--- src/rtl/dda_pkg.sv ---
package dda_pkg;

  typedef enum logic [1:0] {
    ST_IDLE  = 2'd0,
    ST_HOST  = 2'd1,
    ST_CARD  = 2'd2,
    ST_BOOST = 2'd3
  } dda_state_e;

  // Arbitration out of idle: host side has priority on a tie.
  function automatic dda_state_e pick_driver(logic host_fall, logic card_fall);
    if (host_fall)      return ST_HOST;
    else if (card_fall) return ST_CARD;
    else                return ST_IDLE;
  endfunction

  // True on the final cycle of the assist pulse.
  function automatic logic boost_last(int unsigned cnt, int unsigned len);
    return cnt == (len - 1);
  endfunction

endpackage

--- src/rtl/dda_sync.sv ---
module dda_sync #(
  parameter int WIDTH  = 2,
  parameter int STAGES = 2
) (
  input  logic             clk,
  input  logic             rst_n,
  input  logic [WIDTH-1:0] d,
  output logic [WIDTH-1:0] q
);

  logic [WIDTH-1:0] stg [STAGES];

  for (genvar g = 0; g < STAGES; g++) begin : g_stage
    if (g == 0) begin : g_first
      always_ff @(posedge clk) begin
        if (!rst_n) stg[g] <= '1;
        else        stg[g] <= d;
      end
    end else begin : g_next
      always_ff @(posedge clk) begin
        if (!rst_n) stg[g] <= '1;
        else        stg[g] <= stg[g-1];
      end
    end
  end

  assign q = stg[STAGES-1];

endmodule

--- src/rtl/dda_edge.sv ---
module dda_edge #(
  parameter int WIDTH = 2
) (
  input  logic             clk,
  input  logic             rst_n,
  input  logic [WIDTH-1:0] lvl,
  output logic [WIDTH-1:0] fall
);

  logic [WIDTH-1:0] prev_q;

  always_ff @(posedge clk) begin
    if (!rst_n) prev_q <= '1;
    else        prev_q <= lvl;
  end

  assign fall = prev_q & ~lvl;

  for (genvar g = 0; g < WIDTH; g++) begin : g_chk

    fall_single_chk: assert property (@(posedge clk) disable iff (!rst_n)
      fall[g] |=> !fall[g]);
  end

endmodule

--- src/rtl/dda_fsm.sv ---
module dda_fsm
  import dda_pkg::*;
#(
  parameter int PULSE_CYC = 2
) (
  input  logic       clk,
  input  logic       rst_n,
  input  logic       en,
  input  logic       host_fall,
  input  logic       card_fall,
  input  logic       host_hi,
  input  logic       card_hi,
  output dda_state_e st
);

  localparam int CW = $clog2(PULSE_CYC + 1);

  logic [CW-1:0] cnt_q;
  logic          last_w;

  assign last_w = boost_last(32'(cnt_q), PULSE_CYC);

  always_ff @(posedge clk) begin
    if (!rst_n || !en) begin
      st    <= ST_IDLE;
      cnt_q <= '0;
    end else begin
      unique case (st)
        ST_IDLE: begin
          st    <= pick_driver(host_fall, card_fall);
          cnt_q <= '0;
        end
        ST_HOST: if (host_hi) begin
          st    <= ST_BOOST;
          cnt_q <= '0;
        end
        ST_CARD: if (card_hi) begin
          st    <= ST_BOOST;
          cnt_q <= '0;
        end
        ST_BOOST: begin
          if (last_w) st    <= ST_IDLE;
          else        cnt_q <= cnt_q + CW'(1);
        end
        default: st <= ST_IDLE;
      endcase
    end
  end


  tie_host_wins_chk: assert property (@(posedge clk) disable iff (!rst_n)
    (en && st == ST_IDLE && host_fall && card_fall) |=> st == ST_HOST);


  host_hold_chk: assert property (@(posedge clk) disable iff (!rst_n)
    (en && st == ST_HOST && !host_hi) |=> st == ST_HOST);


  card_hold_chk: assert property (@(posedge clk) disable iff (!rst_n)
    (en && st == ST_CARD && !card_hi) |=> st == ST_CARD);


  host_release_chk: assert property (@(posedge clk) disable iff (!rst_n)
    (en && st == ST_HOST && host_hi) |=> st == ST_BOOST);


  boost_len_chk: assert property (@(posedge clk) disable iff (!rst_n)
    (st == ST_BOOST) |-> (32'(cnt_q) < PULSE_CYC));


  boost_end_chk: assert property (@(posedge clk) disable iff (!rst_n)
    (en && st == ST_BOOST && last_w) |=> st == ST_IDLE);


  off_idle_chk: assert property (@(posedge clk) disable iff (!rst_n)
    !en |=> st == ST_IDLE);

endmodule

--- src/rtl/dda_arbiter.sv ---
module dda_arbiter
  import dda_pkg::*;
#(
  parameter int PULSE_CYC   = 2,
  parameter int SYNC_STAGES = 2
) (
  input  logic clk,
  input  logic rst_n,
  input  logic chan_en,
  input  logic host_in,
  input  logic card_in,
  output logic host_pull_lo,
  output logic card_pull_lo,
  output logic pu_boost
);

  localparam int NSIDE = 2;  // bit 1 host, bit 0 card

  logic [NSIDE-1:0] lvl_s;
  logic [NSIDE-1:0] fall_s;
  dda_state_e       st;

  dda_sync #(.WIDTH(NSIDE), .STAGES(SYNC_STAGES)) u_sync (
    .clk  (clk),
    .rst_n(rst_n),
    .d    ({host_in, card_in}),
    .q    (lvl_s)
  );

  dda_edge #(.WIDTH(NSIDE)) u_edge (
    .clk  (clk),
    .rst_n(rst_n),
    .lvl  (lvl_s),
    .fall (fall_s)
  );

  dda_fsm #(.PULSE_CYC(PULSE_CYC)) u_fsm (
    .clk      (clk),
    .rst_n    (rst_n),
    .en       (chan_en),
    .host_fall(fall_s[1]),
    .card_fall(fall_s[0]),
    .host_hi  (lvl_s[1]),
    .card_hi  (lvl_s[0]),
    .st       (st)
  );

  assign host_pull_lo = chan_en && (st == ST_CARD);
  assign card_pull_lo = !chan_en || (st == ST_HOST);
  assign pu_boost     = chan_en && (st == ST_BOOST);


  boost_excl_chk: assert property (@(posedge clk) disable iff (!rst_n)
    pu_boost |-> (!host_pull_lo && !card_pull_lo));


  no_both_pull_chk: assert property (@(posedge clk) disable iff (!rst_n)
    !(host_pull_lo && card_pull_lo));

endmodule

--- config.mk ---
export PLATFORM = sky130hd
export DESIGN_NAME = dda_arbiter
export DESIGN_NICKNAME = d
export VERILOG_FILES = /design/src/rtl/dda_pkg.sv /design/src/rtl/dda_sync.sv /design/src/rtl/dda_edge.sv /design/src/rtl/dda_fsm.sv /design/src/rtl/dda_arbiter.sv
export SDC_FILE = /design/constraint.sdc
export NUM_CORES = 1
export LEC_CHECK = 0
export CAP_MARGIN = 20
export CORE_AREA = 2 2 39 41
export DETAILED_ROUTE_END_ITERATION = 6
export DIE_AREA = 0 0 41 43
export DONT_BUFFER_PORTS = 1
export HOLD_SLACK_MARGIN = 0.06
export SYNTH_ARGS = -nofsm -noshare
export SYNTH_HDL_FRONTEND = slang
export SYNTH_SLANG_ARGS = --single-unit
--- constraint.sdc ---
create_clock -name clk -period 3 [get_ports clk]
set_input_delay 0.15 -clock clk [delete_from_list [all_inputs] [get_ports clk]]
set_output_delay 0.15 -clock clk [all_outputs]
set_load 0.01 [all_outputs]
==> results of run 1 <==
[registers in the layout, indices dropped and copies added (netlist names)]
register and cells:
u_edge.prev_q 2, u_fsm.cnt_q 2, u_sync.stg 4, u_fsm.st 2
[where the power goes]
| group | internal, uW | switching [uW] |
|---|---|---|
| Combinational | 12.3 | 7.36 |
| Sequential | 136 | 1.89 |
| Clock | 73.7 | 49.6 |
[placed cells by master (no fill, tap or decap), drive strengths merged]
cell / instances
a211oi: 1
a221oi: 1
a31oi: 1
and2: 2
and3: 1
clkbuf: 4
dfxtp: 10
dlygate4sd3: 7
ha: 6
inv: 4
nand2: 2
nand2b: 5
nand3: 3
nand3b: 1
nand4b: 2
o2111a: 1
o22ai: 1
o32ai: 1
or2: 1
or2b: 6
[through the flow]
step                      cells  worst slack, ps  utilization  area, um2  hold WS, ps
after floorplan              49             1707            -      521.8        246.4
after global placement       65             1639       0.3915      541.8        250.0
after detailed placement     65             1604       0.3915      541.8        248.8
after CTS                    76             1595       0.4684      648.1        66.96
after global routing         76             1519       0.4684      648.1        76.47
final                        76             1610       0.4684      648.1        68.76
[cell families (layout without fill, tap and decap cells)]
kind of cell	count (synthesis)	count (layout)	share of synthesized area
simple gates	23	23	0.3142
flops	10	10	0.3837
compound gates	6	6	0.1295
buf+inv	4	15	0.02877
fa+ha+maj	6	6	0.1439
[layer usage]
layer	wire, um	part of all wire	GRT usage
met1	412	0.48	0.1364
met3	32	0.037	0.03141
met2	400	0.46	0.1813
met5	0	0	0
met4	20	0.023	0.1000
[cell type report]
type | instances | share of cell area
multi-input combinational | 35 | 0.4730
tap | 16 | 0.03089
timing repair buffer | 7 | 0.1081
sequential | 10 | 0.3089
clock buffer | 4 | 0.05598
inverter | 4 | 0.02317
[worst min path at each step]
stage	start	end	slack [ps]	cells past startpoint
2_1_floorplan	card_in	u_sync.stg[0][0]$_SDFF_PN1_	250	1
3_3_place_gp	host_in	u_sync.stg[0][1]$_SDFF_PN1_	250	1
3_5_place_dp	card_in	u_sync.stg[0][0]$_SDFF_PN1_	250	1
4_1_cts	rst_n	u_fsm.cnt_q[0]$_SDFFE_PP0P_	70	2
5_1_grt	rst_n	u_fsm.cnt_q[0]$_SDFFE_PP0P_	80	2
6_report	rst_n	u_fsm.cnt_q[0]$_SDFFE_PP0P_	70	2
==> impl_metrics.yaml, run 1 <==
detailed_routing:
  drtIter0Drc: 0
  num_vias: 372
  via_per_inst: 4.895
  firstDrtPassIters: 1
  drc: 0
  drt_wl_total_um: 866
  avgRoutedWirePerCell_um: 11.39
  ant_nets: 0
setup_path:
  crit_cells: 5
  slowest_delay_ps: 410
  timing.rr.end: "u_fsm.st[1]$_SDFFE_PP0P_"
  rr_worst_depth: 5
  crit_end: "u_fsm.st[1]$_SDFFE_PP0P_"
  reg2reg_slack_ps: 1610
  critPathTopFamily: "compound AO/OA/AOI/OAI gates"
  cp_slowest_cell: "dfxtp_1"
  worstPathRequired_ps: 3190
  cp_max_fo: 5
  timing.rr.start: "u_fsm.st[0]$_SDFFE_PP0P_"
  crit_type: "reg -> reg"
  start_kind: "register"
  arrival_ps: 1580
  startpoint: "u_fsm.st[0]$_SDFFE_PP0P_"
  worst_setup_path_end_kind: "register"
  critical_path.most_common_cell: "inv_1"
  path_buf_inv: 2
  cp_cell_sequence: "inv_1, ha_1, inv_1, o2111a_2, a221oi_2"
placement:
  place_congestion: 0.7122
  port_buffers: 0
  place_hpwl_um: 588.1
layout:
  area_delta_synth_final_pct: 24.22
  fill_cells: 125
  seq_area_um2: 200.2
  drive_gt1_frac: 0.2167
  multi_input_area_um2: 306.5
  nets: 72
  antenna_cells: 0
clock_network:
  htree_levels: 1
  path_clk_slew_ps: 70
  postCtsSetupRepairBufs: 0
  clock-root-buffer: "clkbuf_4"
  clkSinkCount: 10
  clockBufferDepth: 2
  postCtsHoldBufs: 7
  cts.repair.resized: 0
  clock_latency_ps: 270
  numCtsBuffers: 3
  cts_tree: "done"
synth:
  synth_area_leaders: "dfxtp_1, ha_1, or2b_1, nand2b_1, nand4b_1"
  synth_ff_type: "dfxtp_1"
  yosysWarnings: 0
  avgSynthCellArea_um2: 10.65
  yosys.area.top_type_share: 0.3837
  synthTopCellsByCount: "dfxtp_1, ha_1, or2b_1"
  ys_ff_latch: 10
  synth-edff-count: 0
  synthCells: 49
  synth-seq-area-share: 0.3837
  ys_types: 22
  synth_area_um2: 521.8
  synth_nets: 60
  yosysMostFrequentCell: "dfxtp_1"
  synth.largest_area_cell: "dfxtp_1"
  async_flop_share: 0
floorplan:
  core-area_um2: 1384
  die_x_um: 41
  die_h_um: 43
  pin_count: 8
  dieArea_um2: 1763
  start_util: 0.3770
  rows: 14
timing:
  fmax_mhz: 719.3
  layout_min_cycle_time_ps: 1390
  slew_headroom: 0.8537
  rsz0062_at_grt: "no"
  fin_skew_ps: 4.602
  report.final.slew_viol_count: 0
  worstMarginPinSlew_ps: 218.8
  finalCritPeriodShare: 0.4634
  finalSetupViolCount: 0
  setup_tns_ps: 0
  hold_viol_final: 0
grt:
  grt_antenna_before_repair: 0
  grt_pass1_wl_um: 1380
  grt_max_degree: 7
  grt-ovfl-total: 0
  grt_usage: 0.1219
  grt_pass1_vias: 356
job:
  cap_violations: 0
power:
  leakagePower_uw: 0.0002484
  power_uw: 281.2
  worst_ir_drop_vdd_uv: 263.0
  powerDensity_nw_per_um2: 433.9
status:
  status: "complete, no violations"
worst_hold_path:
  hp-class: "in -> reg"
No activity file was read; power rests on OpenSTA's default activity.
==> run 2: changes to the inputs <==
==> constraint.sdc (replaced) <==
create_clock -name clk -period 1.2 [get_ports clk]
set_input_delay 0.06 -clock clk [delete_from_list [all_inputs] [get_ports clk]]
set_output_delay 0.06 -clock clk [all_outputs]
set_load 0.01 [all_outputs]
==> run 2 against run 1 <==
Effect of this change: the run now ends with setup timing left; largest power group unchanged; global-route usage rose by 0.92 points; worst hold slack better by 130 ps; power grew 120%; design area is 4.4% higher; die area unchanged; first-iteration DRC count rose by 2; maximum frequency rose by 8.8%; non-clock buffer count is 3 higher; critical endpoint unchanged; clock power up 75%.
==> impl_metrics.yaml, run 2 (synthesized netlist as in run 1, its figures left out) <==
status:
  status: "complete, but fails checks"
  violations: "setup timing"
power:
  leakagePower_uw: 0.0002689
  p_int_uw: 487.3
  comb_power_share: 0.088
  seq_power_share: 0.561
  powerDensity_nw_per_um2: 907.2
  p_sw_uw: 126.8
  clkPwrFrac: 0.351
  swShare: 0.2065
  worst_ir_drop_vdd_uv: 484.8
clock_network:
  path_clk_slew_ps: 60
  clkSinkCount: 10
  htree_levels: 1
  clockBufferDepth: 2
  numCtsBuffers: 3
  clock_latency_ps: 260
  clock-root-buffer: "clkbuf_4"
  cts_tree: "done"
grt:
  grt_antenna_before_repair: 0
  grt-ovfl-total: 0
  grt_usage: 0.1310
  grt_max_degree: 8
  grt_pass1_wl_um: 1504
  grt_pass1_vias: 385
timing:
  setup_tns_ps: -150.4
  finalCritPeriodShare: 1.065
  layout_min_cycle_time_ps: 1278
  worstMarginPinSlew_ps: 222.5
  fmax_mhz: 782.6
  rsz0062_at_grt: "yes"
  slew_headroom: 0.8512
  hold_viol_final: 0
  finalWorstSetupSlack_ps: -77.83
  finalSetupViolCount: 3
  report.final.slew_viol_count: 0
  fin_skew_ps: 5.995
worst_hold_path:
  whs_path_depth: 1
  hp-class: "in -> out"
detailed_routing:
  drt_wl_total_um: 876
  num_vias: 374
  avgRoutedWirePerCell_um: 11.23
  ant_nets: 0
  via_per_inst: 4.795
  drtIter0Drc: 2
  drc: 0
  firstDrtPassIters: 3
layout:
  final_cell_mix: "dfxtp_1, or2b_1, dlygate4sd3_1, buf_4, ha_1"
  drive_gt1_frac: 0.3871
  fill_cells: 131
  area_delta_synth_final_pct: 29.74
  nets: 75
  final_common_cell: "dfxtp_1"
  top_register: "u_sync.stg"
  largest_reg_flops: 4
  final_cell_area_um2: 676.9
  antenna_cells: 0
  final_util: 0.4892
placement:
  port_buffers: 0
  dpl_cell_area_um2: 574.3
  place_hpwl_um: 654.6
  place_congestion: 0.7169
floorplan:
  pin_count: 8
  rows: 14
  die_x_um: 41
  dieArea_um2: 1763
  die_h_um: 43
  start_util: 0.3770
  core-area_um2: 1384
setup_path:
  arrival_ps: 1430
  rr_worst_depth: 5
  cp_max_fo: 4
  worstPathRequired_ps: 1360
  start_kind: "register"
  cp_cell_sequence: "inv_2, ha_4, inv_2, o2111a_2, a221oi_2"
  cp_slowest_cell: "dfxtp_4"
  crit_type: "reg -> reg"
  worst_setup_path_end_kind: "register"
  critical_path.most_common_cell: "inv_2"
  slowest_delay_ps: 360
job:
  cap_violations: 0
[run 2: power groups by stage]
stage	Clock (uW)	Combinational [uW]	Sequential, uW
2_1_floorplan	0	26.1	353
5_1_grt	239	60.6	346
3_5_place_dp	0	34.1	354
6_report	215	54.2	344
4_1_cts	229	55.9	346
3_3_place_gp	0	34.0	353
[run 2: worst max-delay path: cells and delay by family, from the launching register on]
family / cells / cell delay (ps)
compound gates: 2 / 480
fa+ha+maj: 1 / 250
buf+inv: 2 / 70
flops: 1 / 360
[run 2: per-stage QoR]
stage,std cells,total power [uW],setup WS [ps],hold slack [ps]
floorplan,49,378.8,1.685,156.4
global placement,69,387.3,-35.38,159.3
detailed placement,69,387.9,-91.47,160.7
CTS,78,631.3,-91.11,201.1
global route,78,645.3,-95.94,207.7
finish,78,614.1,-77.83,199.0
[run 2: final cells by class]
type	instances	area, um2	area share
Tap cell	16	20.02	0.02957
Sequential cell	10	205.2	0.3031
Clock buffer	3	22.52	0.03327
Multi-Input combinational cell	35	326.6	0.4824
Inverter	4	15.01	0.02218
Timing Repair Buffer	10	87.58	0.1294
[run 2: worst paths after layout]
path                                             startpoint                          end  slack (ps)
worst max-delay path               u_fsm.st[0]$_SDFFE_PP0P_     u_fsm.st[1]$_SDFFE_PP0P_         -80
worst min-delay path                                chan_en                 card_pull_lo         200
worst max register to register     u_fsm.st[0]$_SDFFE_PP0P_     u_fsm.st[1]$_SDFFE_PP0P_         -80
worst min register to register  u_sync.stg[0][1]$_SDFF_PN1_  u_sync.stg[1][1]$_SDFF_PN1_         410
[run 2: what timing repair did]
| action | in CTS | in global routing |
|---|---|---|
| buffers inserted | 0 | 1 |
| endpoints found under the hold margin | 10 | 2 |
| pin swaps | 1 | 2 |
| hold buffers | 6 | 1 |
| setup endpoints to repair | 3 | 6 |
| resized for setup | 2 | 3 |
[run 2: layer usage]
metal	vias up	wire length (um)	track usage
li1	198	-	-
met1	166	368	0.1433
met2	8	456	0.2031
met3	2	34	0.01571
met4	0	15	0.1200
met5	-	0	0
==> run 3: changes to the inputs <==
--- a/config.mk
+++ b/config.mk
@@ -14,3 +14,4 @@
 export SYNTH_ARGS = -nofsm -noshare
 export SYNTH_HDL_FRONTEND = slang
 export SYNTH_SLANG_ARGS = --single-unit
+export TNS_END_PERCENT = 20
==> run 3 against run 2 <==
Effect of this change: the run still ends with setup timing left; clock skew about the same; design area decreased by 0.37%; combinational power increased by 4.4%; sequential power about the same; sequential cell count unchanged; utilization decreased by 0.18 points; global-route usage unchanged; setup slack got worse by 6.2 ps.
==> impl_metrics.yaml, run 3 (synthesized netlist as in run 1, its figures left out) <==
setup_path:
  reg2reg_slack_ps: -80
  start_kind: "register"
  timing.rr.start: "u_fsm.st[0]$_SDFFE_PP0P_"
  crit_type: "reg -> reg"
  worstPathRequired_ps: 1360
  worst_setup_path_end_kind: "register"
  arrival_ps: 1440
  cp_max_fo: 4
  rr_worst_depth: 5
  timing.rr.end: "u_fsm.st[1]$_SDFFE_PP0P_"
timing:
  rsz0062_at_grt: "yes"
  hold_viol_final: 0
  finalWorstSetupSlack_ps: -84.00
  fin_skew_ps: 5.668
  finalSetupViolCount: 2
  fmax_mhz: 778.8
  slew_headroom: 0.8500
  report.final.slew_viol_count: 0
  layout_min_cycle_time_ps: 1284
  finalCritPeriodShare: 1.070
  worstMarginPinSlew_ps: 224.3
grt:
  grt_max_degree: 8
  grt.busiest_layer: "met2"
  grt_use_met2: 0.2031
  grt_pass1_wl_um: 1504
  gr-usage-met3: 0.01571
  grt_usage: 0.1310
  grt_pass1_vias: 385
  grt-ovfl-total: 0
  met1_usage: 0.1433
  grt_antenna_before_repair: 0
detailed_routing:
  num_vias: 379
  firstDrtPassIters: 4
  drtIter0Drc: 4
  via_per_inst: 4.859
  drt_wl_total_um: 867
  ant_nets: 0
  avgRoutedWirePerCell_um: 11.12
  drc: 0
worst_hold_path:
  min_to: "u_sync.stg[0][0]$_SDFF_PN1_"
  hp-class: "in -> reg"
  whs_path_depth: 2
  hp-start: "rst_n"
placement:
  place_hpwl_um: 654.6
  place_congestion: 0.7169
  dpl_cell_area_um2: 574.3
  dp_cells: 69
  pre_cts_slack_ps: -91.47
  port_buffers: 0
power:
  powerDensity_nw_per_um2: 916.2
  worst_ir_drop_vdd_uv: 485.3
  clkPwrFrac: 0.348
  swShare: 0.2044
  p_sw_uw: 126.3
  leakagePower_uw: 0.0002708
  seq_power_share: 0.560
  comb_power_share: 0.092
  p_int_uw: 491.6
clock_network:
  numCtsBuffers: 3
  htree_levels: 1
  clockBufferDepth: 2
  clkSinkCount: 10
  clock-root-buffer: "clkbuf_4"
  path_clk_slew_ps: 60
  postCtsSetupRepairBufs: 0
  clock_latency_ps: 260
  cts_tree: "done"
job:
  cap_violations: 0
layout:
  final_cell_mix: "dfxtp_1, or2b_1, ha_1, dlygate4sd3_1, buf_4"
  final_util: 0.4873
  largest_reg_flops: 4
  final_common_cell: "dfxtp_1"
  antenna_cells: 0
  top_register: "u_sync.stg"
  fill_cells: 130
  final_cells: 78
  area_delta_synth_final_pct: 29.26
  multi_input_area_um2: 319.1
  drive_gt1_frac: 0.3548
  final_cell_area_um2: 674.4
  nets: 75
  seq_area_um2: 202.7
floorplan:
  core-area_um2: 1384
  rows: 14
  pin_count: 8
  dieArea_um2: 1763
  start_util: 0.3770
  die_h_um: 43
  die_x_um: 41
status:
  violations: "setup timing"
  status: "complete, but fails checks"
run 3: changes by cell type in the layout (fill, tap and decap cells not counted), sizes merged:
cell / previous run / this run
buf: 5 / 4
dlymetal6s4s: 0 / 2
dlygate4sd3: 5 / 4
run 3: timing repair:
item	CTS	global route
pin swaps	0	1
resized for setup	0	4
cloned	0	0
endpoints found under the setup margin	3	6
hold buffers	6	0
hold endpoints to repair	10	0
run 3: metal layers:
layer,up-vias,part of all wire,wire length (um)
met3,2,0.044,38
met5,-,0,0
li1,198,-,-
met4,0,0.017,15
met1,171,0.44,381
met2,8,0.50,432
run 3: cell type report:
cell class,instances,share of cell area
multi-input combinational,35,0.4731
sequential,10,0.3006
timing repair buffer,10,0.1410
clock buffer,3,0.03340
tap,16,0.02968
inverter,4,0.02226
run 3: how the worst max path moves through the flow:
stage / startpoint / slack (ps) / to / cells past startpoint
after floorplan: u_fsm.st[1]$_SDFFE_PP0P_ / 2 / u_fsm.st[1]$_SDFFE_PP0P_ / 5
after global placement: u_fsm.st[1]$_SDFFE_PP0P_ / -40 / u_fsm.st[1]$_SDFFE_PP0P_ / 5
after detailed placement: u_fsm.st[1]$_SDFFE_PP0P_ / -90 / u_fsm.st[1]$_SDFFE_PP0P_ / 5
after CTS: u_fsm.st[1]$_SDFFE_PP0P_ / -100 / u_fsm.st[1]$_SDFFE_PP0P_ / 5
after global routing: u_fsm.st[0]$_SDFFE_PP0P_ / -100 / u_fsm.st[1]$_SDFFE_PP0P_ / 5
final: u_fsm.st[0]$_SDFFE_PP0P_ / -80 / u_fsm.st[1]$_SDFFE_PP0P_ / 5
run 3: critical path: stages (launching register included):
cell      delay (ps)
dfxtp_2          360
inv_2             60
ha_4             260
inv_2             20
o2111a_2         250
a221oi_2         230
run 3: through the flow:
step,TNS [ps],hold slack (ps),total power (uW)
floorplan,0,156.4,378.8
global placement,-63.56,159.3,387.3
detailed placement,-134.5,160.7,387.9
CTS,-165.9,201.1,628.8
global route,-286.0,142.4,648.8
finish,-120.2,130.5,617.9
run 3: power by group through the flow:
stage | Clock [uW] | Combinational (uW) | Sequential (uW)
after floorplan | 0 | 26.1 | 353
after global placement | 0 | 34.0 | 353
after detailed placement | 0 | 34.1 | 354
after CTS | 229 | 53.4 | 346
after global routing | 239 | 62.4 | 347
final | 215 | 56.6 | 346
